==> src/rtl/fdp_pkg.sv <==
package fdp_pkg;
  typedef enum logic [1:0] {
    ST_IDLE = 2'b00,
    ST_PROG = 2'b10,
    ST_READ = 2'b11
  } fdp_state_e;
endpackage

==> src/rtl/fdp_req_check.sv <==
module fdp_req_check #(
  parameter int ADDR_W     = 5,
  parameter int BURST_W    = 3,
  parameter int DEPTH      = 24,
  parameter int SECT_WORDS = 8,
  localparam int NUM_SECT  = (DEPTH + SECT_WORDS - 1) / SECT_WORDS
) (
  input  logic [ADDR_W-1:0]   addr_i,
  input  logic [BURST_W-1:0]  burst_i,
  input  logic [NUM_SECT-1:0] wp_i,
  output logic                legal_o
);
  logic [31:0]         addr_ext;
  logic [NUM_SECT-1:0] sect_hit;
  logic                in_range;

  assign addr_ext = 32'(addr_i);
  assign in_range = addr_ext < 32'(DEPTH);

  for (genvar s = 0; s < NUM_SECT; s++) begin : g_sect
    assign sect_hit[s] = (addr_ext >= 32'(s * SECT_WORDS)) &&
                         (addr_ext < 32'((s + 1) * SECT_WORDS));
  end

  assign legal_o = (burst_i == BURST_W'(1)) && in_range && !(|(sect_hit & wp_i));
endmodule

==> src/rtl/fdp_array.sv <==
module fdp_array #(
  parameter int ADDR_W = 5,
  parameter int DEPTH  = 24
) (
  input  logic              clk_i,
  input  logic              we_i,
  input  logic [ADDR_W-1:0] addr_i,
  input  logic [31:0]       wdata_i,
  output logic [31:0]       rdata_o
);
  logic [31:0] mem_q [DEPTH];

  // power-up content is the erased state
  initial begin
    for (int i = 0; i < DEPTH; i++) mem_q[i] = '1;
  end

  // programming only clears bits
  always_ff @(posedge clk_i) begin
    if (we_i) mem_q[addr_i] <= mem_q[addr_i] & wdata_i;
  end

  assign rdata_o = mem_q[addr_i];
endmodule

==> src/rtl/fdp_seq.sv <==
module fdp_seq
  import fdp_pkg::*;
#(
  parameter int ADDR_W   = 5,
  parameter int PROG_LAT = 4,
  parameter int READ_LAT = 2,
  localparam int MAX_LAT = (PROG_LAT > READ_LAT) ? PROG_LAT : READ_LAT,
  localparam int CNT_W   = $clog2(MAX_LAT + 1)
) (
  input  logic              clk_i,
  input  logic              rst_ni,
  input  logic              read_i,
  input  logic              write_i,
  input  logic              erase_busy_i,
  input  logic              legal_i,
  input  logic [ADDR_W-1:0] addr_i,
  input  logic [31:0]       wdata_i,
  input  logic [31:0]       mem_rdata_i,
  output logic              mem_we_o,
  output logic [ADDR_W-1:0] mem_addr_o,
  output logic [31:0]       mem_wdata_o,
  output logic              waitreq_o,
  output logic [31:0]       rdata_o,
  output logic              rvalid_o,
  output logic [1:0]        busy_o,
  output logic              rd_ok_o,
  output logic              wr_ok_o
);
  fdp_state_e        state_q;
  logic [CNT_W-1:0]  cnt_q;
  logic [ADDR_W-1:0] addr_q;
  logic [31:0]       data_q;
  logic              rd_legal_q;
  logic              idle, last;

  assign idle = (state_q == ST_IDLE);
  assign last = (cnt_q == '0);

  always_ff @(posedge clk_i or negedge rst_ni) begin
    if (!rst_ni) begin
      state_q    <= ST_IDLE;
      cnt_q      <= '0;
      addr_q     <= '0;
      data_q     <= '0;
      rd_legal_q <= 1'b0;
      rdata_o    <= '1;
      rvalid_o   <= 1'b0;
      rd_ok_o    <= 1'b0;
      wr_ok_o    <= 1'b0;
    end else begin
      rvalid_o <= 1'b0;
      unique case (state_q)
        ST_IDLE: begin
          if (!erase_busy_i && write_i) begin
            if (legal_i) begin
              state_q <= ST_PROG;
              cnt_q   <= CNT_W'(PROG_LAT - 1);
              addr_q  <= addr_i;
              data_q  <= wdata_i;
            end else begin
              wr_ok_o <= 1'b0;
            end
          end else if (!erase_busy_i && read_i) begin
            state_q    <= ST_READ;
            cnt_q      <= CNT_W'(READ_LAT - 1);
            addr_q     <= addr_i;
            rd_legal_q <= legal_i;
          end
        end
        ST_PROG: begin
          if (last) begin
            state_q <= ST_IDLE;
            wr_ok_o <= 1'b1;
          end else cnt_q <= cnt_q - 1'b1;
        end
        ST_READ: begin
          if (last) begin
            state_q  <= ST_IDLE;
            rvalid_o <= 1'b1;
            rdata_o  <= rd_legal_q ? mem_rdata_i : '1;
            rd_ok_o  <= rd_legal_q;
          end else cnt_q <= cnt_q - 1'b1;
        end
        default: state_q <= ST_IDLE;
      endcase
    end
  end

  assign mem_we_o    = (state_q == ST_PROG) && last;
  assign mem_addr_o  = addr_q;
  assign mem_wdata_o = data_q;
  assign waitreq_o   = !idle || erase_busy_i;
  assign busy_o      = state_q;
endmodule

==> src/rtl/flash_data_port.sv <==
module flash_data_port #(
  parameter int ADDR_W     = 5,
  parameter int BURST_W    = 3,
  parameter int DEPTH      = 24,
  parameter int SECT_WORDS = 8,
  parameter int PROG_LAT   = 4,
  parameter int READ_LAT   = 2,
  localparam int NUM_SECT  = (DEPTH + SECT_WORDS - 1) / SECT_WORDS
) (
  input  logic                clk_i,
  input  logic                rst_ni,
  input  logic [ADDR_W-1:0]   addr_i,
  input  logic                read_i,
  input  logic                write_i,
  input  logic [31:0]         wdata_i,
  input  logic [BURST_W-1:0]  burst_i,
  input  logic [NUM_SECT-1:0] wp_i,
  input  logic                erase_busy_i,
  output logic                waitreq_o,
  output logic [31:0]         rdata_o,
  output logic                rvalid_o,
  output logic [1:0]          busy_o,
  output logic                rd_ok_o,
  output logic                wr_ok_o
);
  logic              legal;
  logic              mem_we;
  logic [ADDR_W-1:0] mem_addr;
  logic [31:0]       mem_wdata, mem_rdata;

  fdp_req_check #(
    .ADDR_W(ADDR_W), .BURST_W(BURST_W), .DEPTH(DEPTH), .SECT_WORDS(SECT_WORDS)
  ) i_check (
    .addr_i(addr_i), .burst_i(burst_i), .wp_i(wp_i), .legal_o(legal)
  );

  fdp_seq #(
    .ADDR_W(ADDR_W), .PROG_LAT(PROG_LAT), .READ_LAT(READ_LAT)
  ) i_seq (
    .clk_i(clk_i), .rst_ni(rst_ni), .read_i(read_i), .write_i(write_i),
    .erase_busy_i(erase_busy_i), .legal_i(legal), .addr_i(addr_i),
    .wdata_i(wdata_i), .mem_rdata_i(mem_rdata), .mem_we_o(mem_we),
    .mem_addr_o(mem_addr), .mem_wdata_o(mem_wdata), .waitreq_o(waitreq_o),
    .rdata_o(rdata_o), .rvalid_o(rvalid_o), .busy_o(busy_o),
    .rd_ok_o(rd_ok_o), .wr_ok_o(wr_ok_o)
  );

  fdp_array #(.ADDR_W(ADDR_W), .DEPTH(DEPTH)) i_array (
    .clk_i(clk_i), .we_i(mem_we), .addr_i(mem_addr),
    .wdata_i(mem_wdata), .rdata_o(mem_rdata)
  );
endmodule

==> config.mk <==
export PLATFORM = sky130hd
export DESIGN_NAME = flash_data_port
export DESIGN_NICKNAME = d
export VERILOG_FILES = /design/src/rtl/fdp_pkg.sv /design/src/rtl/fdp_req_check.sv /design/src/rtl/fdp_array.sv /design/src/rtl/fdp_seq.sv /design/src/rtl/flash_data_port.sv
export SDC_FILE = /design/constraint.sdc
export NUM_CORES = 1
export LEC_CHECK = 0
export CELL_PAD_IN_SITES_DETAIL_PLACEMENT = 1
export CELL_PAD_IN_SITES_GLOBAL_PLACEMENT = 2
export CORE_MARGIN = 1.5
export CORE_UTILIZATION = 42
export DETAILED_ROUTE_END_ITERATION = 8
export PLACE_DENSITY = 0.69
export SETUP_SLACK_MARGIN = 0.3
export SYNTH_ARGS = -nofsm -noshare
export SYNTH_HDL_FRONTEND = slang
export SYNTH_SLANG_ARGS = --single-unit
==> constraint.sdc <==
create_clock -name clk_i -period 3.8 [get_ports clk_i]
set_input_delay 0.76 -clock clk_i [delete_from_list [all_inputs] [get_ports clk_i]]
set_output_delay 0.76 -clock clk_i [all_outputs]
set_load 0.01 [all_outputs]
### Word-level counts from Yosys, hierarchy flattened

Memories as Yosys holds them, arrays and structs flattened.
Cells that the tools add are included.

| operators by class | value |
|---|---|
| add/sub/neg operators | 1 |
| magnitude comparators | 6 |
| eq/ne operators | 11 |
| multiplexer cells | 22 |
| bitwise logic cells | 3 |
| reductions and logical operators | 26 |

Operators by type and width:

| kind | count |
|---|---|
| bitwise AND 32 bit | 1 |
| two-way mux 32 bit | 1 |
| two-way mux 5 bit | 3 |
| two-way mux 3 bit | 4 |
| AND reduction 3 bit | 4 |
| less-than comparator 5 bit, second input constant | 2 |
| logical AND 1 bit | 8 |
| two-way mux 2 bit | 4 |
| AND reduction 4 bit | 2 |
| two-way mux 1 bit | 7 |
| != test 2 x 1 -> 1 bit, second input constant | 3 |
| != test 2 bit, second input constant | 3 |
| case mux 3 bit (2 select lines) | 1 |
| nonzero test 2 bit | 3 |
| greater-or-equal comparator 5 x 1 -> 1 bit, second input constant | 1 |
| greater-or-equal comparator 5 x 4 -> 1 bit, second input constant | 1 |
| greater-or-equal comparator 5 bit, second input constant | 1 |
| less-than comparator 5 x 4 -> 1 bit, second input constant | 1 |
| equality test 2 bit, second input constant | 2 |
| case mux 2 bit (2 select lines) | 1 |
| bitwise AND 3 bit | 1 |
| equality test 3 x 1 -> 1 bit, second input constant | 1 |
| logical NOT 1 bit | 3 |
| logical NOT 3 bit | 1 |
| other kinds (10) | 10 |

| word-level totals | value |
|---|---|
| register bits | 78 |
| memory bits (writable) | 768 |
| bits of input ports | 48 |
| word-level logic and storage cells | 79 |
| memories kept | 1 |

Memory list:

| memory | depth | bits a word | rd ports | clocked after Yosys merged registers in | write ports | line | source |
|---|---|---|---|---|---|---|---|
| i_array.mem_q | 24 | 32 | 1 | 0 | 1 | fdp_array.sv:11 | `logic [31:0] mem_q [DEPTH];` |

### Logic depth before layout (Yosys ltp)

Gate-level depths: netlist of run 1.

| logic depth | value |
|---|---|
| word-level depth | 9 |
| depth in mapped cells | 8 |

### Hierarchy

A second synthesis of run 1 with hierarchy kept.

| second synthesis, totals | value |
|---|---|
| cells, all modules | 1,589 |
| area, all modules | 32,830.2 µm² |

By module, submodules not included:

| module | times used | cells each | area an instance (µm²) | sequential area each (µm²) |
|---|---|---|---|---|
| fdp_array | 1 | 1,325 | 29,544.6 | 23,062.1 |
| fdp_seq | 1 | 260 | 3,246.9 | 1,991.9 |
| fdp_req_check | 1 | 4 | 38.8 | 0.0 |

### Worst setup path after synthesis of run 1

No wires, ideal clock.

| path | value |
|---|---|
| kind | flip-flop to flip-flop |
| start point | reg i_seq.addr_q[0], in the netlist i_seq.mem_addr_o[0] |
| end point | mem i_array.mem_q[20][0], enable pin |
| library setup time | 0.421 ns |
| data arrival time | 2.778 ns |
| required time | 3.379 ns |
| path slack | 0.601 ns |
| cell stages (with the launch flop) | 7 |
| path buffers | 4 |
| period minus slack after synthesis | 3.199 ns |
| path through | dfrtp_1 buf_2 buf_2 clkbuf_1 or3_1 clkbuf_1 nor2_1 |

RTL lines:

| item | line | source |
|---|---|---|
| start, declared | fdp_seq.sv:31 | `logic [ADDR_W-1:0] addr_q;` |
| start signal, assigned | fdp_seq.sv:58 | `addr_q <= addr_i;` |
| start signal, assigned | fdp_seq.sv:66 | `addr_q <= addr_i;` |
| end, declared | fdp_array.sv:11 |  |

Straight into the memory's write port.

### Worst setup path in the final report of run 1

| path | value |
|---|---|
| start point | reg i_seq.addr_q[0], in the netlist i_seq.mem_addr_o[0] |
| end point | mem i_array.mem_q[12][24] (data pin) |

| between the ends | value |
|---|---|
| longest elaborated chain between the ends | 2 |

RTL lines:

| item | line | source |
|---|---|---|
| memory read (24 x 32 bit) | -- |  |
| bitwise AND 32 bit | fdp_array.sv:20 | `if (we_i) mem_q[addr_i] <= mem_q[addr_i] & wdata_i;` |

No other way between the ends.

==> qor.txt, run 1 <==
post-route antenna net violation count -> 0
Clk Latency, worst-skew pair -> 0.65 ns
Reg clk slew, reported paths -> 0.06 ns
maxcap violations -> 0
Layout area overhead -> 18.0%
most used routing layer -> met2
CP Capture Type -> register
Total Routing Usage GR -> 23.0%
DRT iter0 DRCs -> 1414
Seq pwr share -> 43.3%
crit path max-delay cell type -> dfrtp_4
# rows -> 101
syn avg cell area -> 19.3 µm²
nets -> 1893
ys flop type -> edfxtp_1
Yosys warnings -> 0
TritonCTS clock tree -> built
Buf+Inv Stages, Crit Path -> 4
num ports -> 86
CP delay by family, top -> buffers and inverters
slowest stage delay, CP -> 0.78 ns
fraction of layout cells with a size suffix above 1 -> 20.4%
period utilization -> 84.3%
Max clock buf depth -> 3
Sw Ratio -> 29.7%
crit-path max FO -> 25
Die W -> 280 µm
Peak VDD IR -> 0.456 mV
DPL Wire Length -> 51.0 mm
RSZ-0062 raised after global routing -> false
GP Congestion -> 0.763
Post-CTS Hold Buffers -> 0
postcts setup bufs -> 0
GRT met1 Usage -> 31.9%
# fillers -> 6901
Arr. time, crit path -> 3.55 ns
Root Buffer -> clkbuf_16
setup violators final -> 0
vias in the first global route -> 17800
Power Density -> 714 mW/mm²
Starting Density -> 42.5%
post-route DRC violation count -> 0
minimum clock period -> 3.20 ns
Max Slew Vio Count -> 0
Seq/Total Area, Yosys -> 77.6%
r2r setup slk -> 0.60 ns
Remaining Overflow, GRT -> 0
HP Class -> input port to async pin
Vias -> 17000
drt wl/cell -> 30.2 µm
Routed WL -> 89.0 mm
status -> finished, final reports clean
largest net degree at the start of global routing -> 59
most common cell after layout, fill and taps aside -> edfxtp_1
number of flops mapped to enable cells by yosys -> 768
Async S/R FF share, synth -> 9.22%
switching pwr -> 8060 µW
CP Launch Point -> i_seq.mem_addr_o[0]
Clk network pwr share -> 31.0%
P_leak -> 0.0130 µW
antenna violations before repair -> 2
H-tree depth -> 3
cell area after placement -> 0.0353 mm²
Synth Cell Area -> 0.0323 mm²
post-synth net total -> 1724
Die Y -> 280 µm
hold_ws -> 0.138 ns
clock sinks -> 846
Reg-to-Reg Start -> i_seq.mem_addr_o[0]
crit path kind -> register to register
Gates resized, CTS repair -> 0
worst slack at placement -> 0.389 ns
synth unique cells -> 38
first-pass GRT wire length -> 127 mm
cell count after synthesis -> 1674
clk_skew -> 0.0212 ns
Worst setup SP type -> register
CORE AREA -> 0.0759 mm²
measured slew at the worst slew-check pin -> 0.874 ns
Num CTS Buffers -> 86
Max-slew headroom -> 41.7%
Combinational Power Share -> 25.6%
final worst slack -> 0.598 ns
fmax -> 312 MHz
Vias/cell -> 5.76
sequence of cells on the critical path -> buf_12 -> buf_12 -> mux2i_1 -> o22ai_1 -> nor4_1 -> buf_4 -> nand2_1 -> and2_1 -> buf_4
DIE AREA -> 0.0785 mm²
Pint -> 19100 µW
Worst EP required -> 4.15 ns
final hold violations -> 0
most frequent cells in the layout -> 768 x edfxtp_1, 258 x mux2i_1, 128 x o22ai_1, 86 x clkbuf_16, 84 x clkdlybuf4s50_1
Setup TNS -> 0 ns
met2 usage -> 38.0%
Port Buffers -> 85
final instance area -> 0.0381 mm²
Synth Register Bits -> 846
DR pass1 iterations -> 5
grt met3 use -> 2.81%
[layer usage]
metal / up-vias / part of all wire [%]
met2: 485 / 49
li1: 7160 / -
met4: 0 / 3.0
met3: 131 / 5.1
met1: 9194 / 43
met5: - / 0
[cell usage after synthesis (2+ instances only)]
| cell type | n | share of area, % |
|---|---|---|
| o22a_1 | 32 | 0.87 |
| inv_1 | 6 | 0.070 |
| dfrtp_1 | 46 | 3.6 |
| nor4_1 | 32 | 0.62 |
| or2_2 | 2 | 0.039 |
| nand2_1 | 43 | 0.50 |
| buf_6 | 4 | 0.14 |
| nand3b_1 | 5 | 0.12 |
| mux2i_1 | 258 | 8.0 |
| or3b_2 | 2 | 0.054 |
| clkbuf_1 | 40 | 0.47 |
| buf_2 | 50 | 0.78 |
| o21ai_0 | 2 | 0.031 |
| ha_1 | 2 | 0.078 |
| nand4bb_1 | 3 | 0.10 |
| or4b_1 | 3 | 0.093 |
| edfxtp_1 | 768 | 71 |
| dfstp_2 | 32 | 2.6 |
| and2_1 | 33 | 0.64 |
| buf_4 | 2 | 0.047 |
| o22ai_1 | 128 | 2.5 |
| mux2_2 | 38 | 1.3 |
| or3_1 | 2 | 0.039 |
| a22oi_1 | 32 | 0.74 |
| nand2b_1 | 2 | 0.039 |
| nor2_1 | 32 | 0.37 |
| mux4_2 | 64 | 4.5 |
[kinds of logic after synthesis]
logic type,count (synthesis),share of synthesized area [%]
AOI/OAI and AO/OA,197,4.20
xor gates and xnor gates,1,0.0271
adders and majority gates,2,0.0775
buffers and inverters,103,1.51
DFF,846,77.6
muxes,360,13.8
and+or+nand+nor,165,2.76
[worst paths after layout]
check,to,cells past startpoint
worst max-delay path,i_array.mem_q[12][24],9
worst min-delay path,i_seq.mem_addr_o[0],1
worst max register to register,i_array.mem_q[12][24],9
worst min register to register,i_seq.mem_wdata_o[1],1
max in group asynchronous,i_seq.rdata_o[11],2
min in group clk_i,i_seq.mem_wdata_o[1],1
[metrics by stage]
step / util [%] / std cells / total power [µW]
finish: 50.1 / 2948 / 27200
global route: 50.1 / 2947 / 28200
CTS: 50.1 / 2947 / 27400
detailed placement: 46.4 / 2785 / 19000
global placement: 46.4 / 2785 / 18800
floorplan: - / 1674 / 16100
[state kept, by name (all words and copies together), names as in the netlist]
| register | count |
|---|---|
| i_seq.cnt_q | 3 |
| i_seq.wr_ok_o | 1 |
| i_seq.rdata_o | 32 |
| i_seq.rd_legal_q | 1 |
| i_array.mem_q | 768 |
| i_seq.rd_ok_o | 1 |
| i_seq.rvalid_o | 1 |
| i_seq.mem_wdata_o | 32 |
| i_seq.mem_addr_o | 5 |
| i_seq.busy_o | 2 |
[power groups by stage]
| stage | combinational [µW] | clock [µW] | sequential [µW] |
|---|---|---|---|
| 2_1_floorplan | 4490 | 0 | 11700 |
| 3_3_place_gp | 6850 | 0 | 12000 |
| 3_5_place_dp | 7000 | 0 | 12000 |
| 4_1_cts | 7030 | 8590 | 11800 |
| 5_1_grt | 7440 | 8890 | 11800 |
| 6_report | 6970 | 8440 | 11800 |
[area by class of cell]
cell class | instances | area (µm²) | share of cell area (%)
clock buffer | 118 | 2340 | 6.15
clock inverter | 44 | 469 | 1.23
inverter | 6 | 22.5 | 0.0591
multi-input combinational | 725 | 6960 | 18.3
sequential | 846 | 25100 | 65.8
tap | 1030 | 1290 | 3.38
antenna | 1 | 2.50 | 0.00657
timing repair buffer | 178 | 1930 | 5.08
No activity file was read; power rests on OpenSTA's default activity.
==> inputs of run 2 (changes only) <==
--- a/config.mk
+++ b/config.mk
@@ -10,7 +10,7 @@
 export CORE_MARGIN = 1.5
 export CORE_UTILIZATION = 42
 export DETAILED_ROUTE_END_ITERATION = 8
-export PLACE_DENSITY = 0.69
+export PLACE_DENSITY = 0.71
 export SETUP_SLACK_MARGIN = 0.3
 export SYNTH_ARGS = -nofsm -noshare
 export SYNTH_HDL_FRONTEND = slang
==> constraint.sdc (replaced) <==
create_clock -name clk_i -period 2.7 [get_ports clk_i]
set_input_delay 0.54 -clock clk_i [delete_from_list [all_inputs] [get_ports clk_i]]
set_output_delay 0.54 -clock clk_i [all_outputs]
set_load 0.01 [all_outputs]
==> qor.txt, run 2 (same netlist as run 1, synthesis figures left out) <==
most frequent cells in the layout -> 768 x edfxtp_1, 208 x mux2i_1, 156 x buf_4, 116 x clkbuf_16, 94 x buf_12
Num CTS Buffers -> 88
Remaining Overflow, GRT -> 0
Placed Instances -> 2886
first-pass GRT wire length -> 137 mm
minimum clock period -> 2.56 ns
Vias/cell -> 5.86
largest net degree at the start of global routing -> 43
Seq pwr share -> 35.9%
Power Density -> 1060 mW/mm²
status -> finished, final reports clean
# diodes -> 0
H-tree depth -> 3
RSZ-0062 raised after global routing -> true
Max-slew headroom -> 58.1%
Clk network pwr share -> 26.1%
r2r setup slk -> 0.14 ns
GP Congestion -> 0.774
FF-to-FF path depth -> 10
Tot Pwr -> 45500 µW
Port Buffers -> 85
DR pass1 iterations -> 5
fraction of layout cells with a size suffix above 1 -> 37.4%
Combinational Power Share -> 38.0%
Layout area overhead -> 32.4%
Reg-to-Reg Start -> i_seq.mem_addr_o[0]
max FFs per register -> 768
TritonCTS clock tree -> built
Final Core Density -> 56.3%
num ports -> 86
cell area after placement -> 0.0367 mm²
P_leak -> 0.0149 µW
switching pwr -> 13900 µW
Peak VDD IR -> 0.990 mV
Clk Latency, worst-skew pair -> 0.65 ns
Total Routing Usage GR -> 24.7%
DPL Wire Length -> 54.1 mm
post-route DRC violation count -> 0
clock sinks -> 846
fmax -> 390 MHz
Largest Register -> i_array.mem_q
HP Class -> input port to async pin
Worst setup SP type -> register
final instance area -> 0.0427 mm²
Worst EP required -> 3.07 ns
maxcap violations -> 0
clk_skew -> 0.0269 ns
CP Capture Type -> register
# rows -> 101
Die Y -> 280 µm
CORE AREA -> 0.0759 mm²
crit path kind -> register to register
Max clock buf depth -> 3
Starting Density -> 42.5%
Sw Ratio -> 30.6%
Reg clk slew, reported paths -> 0.06 ns
period utilization -> 94.9%
final hold violations -> 0
drt wl/cell -> 32.3 µm
antenna violations before repair -> 0
Routed WL -> 103 mm
setup violators final -> 0
crit-path max FO -> 12
Pint -> 31600 µW
nets -> 2142
final cell count without fillers -> 3192
most common cell after layout, fill and taps aside -> edfxtp_1
post-route antenna net violation count -> 0
Vias -> 18700
measured slew at the worst slew-check pin -> 0.628 ns
Root Buffer -> clkbuf_16
Max Slew Vio Count -> 0
r2r endpoint -> i_array.mem_q[23][6]
vias in the first global route -> 19200
DIE AREA -> 0.0785 mm²
Die W -> 280 µm
Arr. time, crit path -> 2.94 ns
DRT iter0 DRCs -> 1662
run 2: worst max-delay path by stage:
| stage | startpoint | end | slack [ns] | depth (start not counted) |
|---|---|---|---|---|
| after floorplan | i_seq.mem_addr_o[0] | i_array.mem_q[19][0] | 0.03 | 5 |
| after global placement | i_seq.mem_addr_o[0] | i_array.mem_q[0][25] | -0.15 | 9 |
| after detailed placement | i_seq.mem_addr_o[2] | i_array.mem_q[2][27] | -0.24 | 7 |
| after CTS | i_seq.mem_addr_o[0] | i_array.mem_q[11][14] | 0.18 | 10 |
| after global routing | i_seq.mem_addr_o[0] | i_seq.rdata_o[20] | 0.08 | 12 |
| final | i_seq.mem_addr_o[0] | i_array.mem_q[23][6] | 0.14 | 10 |
run 2: repair_timing:
| action | CTS | global route |
|---|---|---|
| resized for setup | 123 | 201 |
| hold buffers | 1 | 0 |
| pin swaps | 34 | 63 |
| setup buffers | 43 | 45 |
| endpoints found under the hold margin | 23 | 0 |
| setup endpoints to repair | 899 | 985 |
| cloned | 12 | 45 |
run 2: layout make-up:
| class | instances | area (µm²) |
|---|---|---|
| tap | 1030 | 1290 |
| sequential | 846 | 25100 |
| multi-input combinational | 738 | 8180 |
| timing repair buffer | 412 | 5410 |
| clock buffer | 128 | 2470 |
| clock inverter | 32 | 304 |
| fill | 6581 | 33200 |
| inverter | 6 | 22.5 |
run 2: metrics by stage:
step / hold WS (ns) / setup TNS [ns] / setup slack [ns]
after detailed placement: 0.495 / -25.63 / -0.236
after CTS: 0.478 / 0 / 0.183
after floorplan: 0.244 / 0 / 0.0327
after global routing: 0.495 / 0 / 0.0763
final: 0.476 / 0 / 0.138
after global placement: 0.482 / -6.80 / -0.149
run 2: power groups by stage:
stage | Combinational [µW] | Sequential (µW) | Clock, µW
2_1_floorplan | 6380 | 16400 | 0
3_5_place_dp | 12100 | 16500 | 0
3_3_place_gp | 11900 | 16500 | 0
5_1_grt | 18000 | 16300 | 12400
4_1_cts | 14200 | 16300 | 12000
6_report | 17300 | 16300 | 11900
run 2: routing by layer:
| layer | vias to the layer above | share of wire, % | GRT usage [%] |
|---|---|---|---|
| met4 | 0 | 4.2 | 8.79 |
| li1 | 7680 | - | - |
| met3 | 198 | 5.9 | 2.91 |
| met2 | 772 | 51 | 42.4 |
| met5 | - | 0 | 0 |
| met1 | 10100 | 39 | 32.5 |
run 2: worst max-delay path, cell delays in order, from the launching register on:
cell     delay [ns]
dfrtp_4        0.52
buf_4          0.17
buf_12         0.15
buf_12         0.15
mux2i_1        0.20
o22ai_2        0.12
nor4_2         0.31
nand2_1        0.13
buf_6          0.16
and2_4         0.22
buf_12         0.16
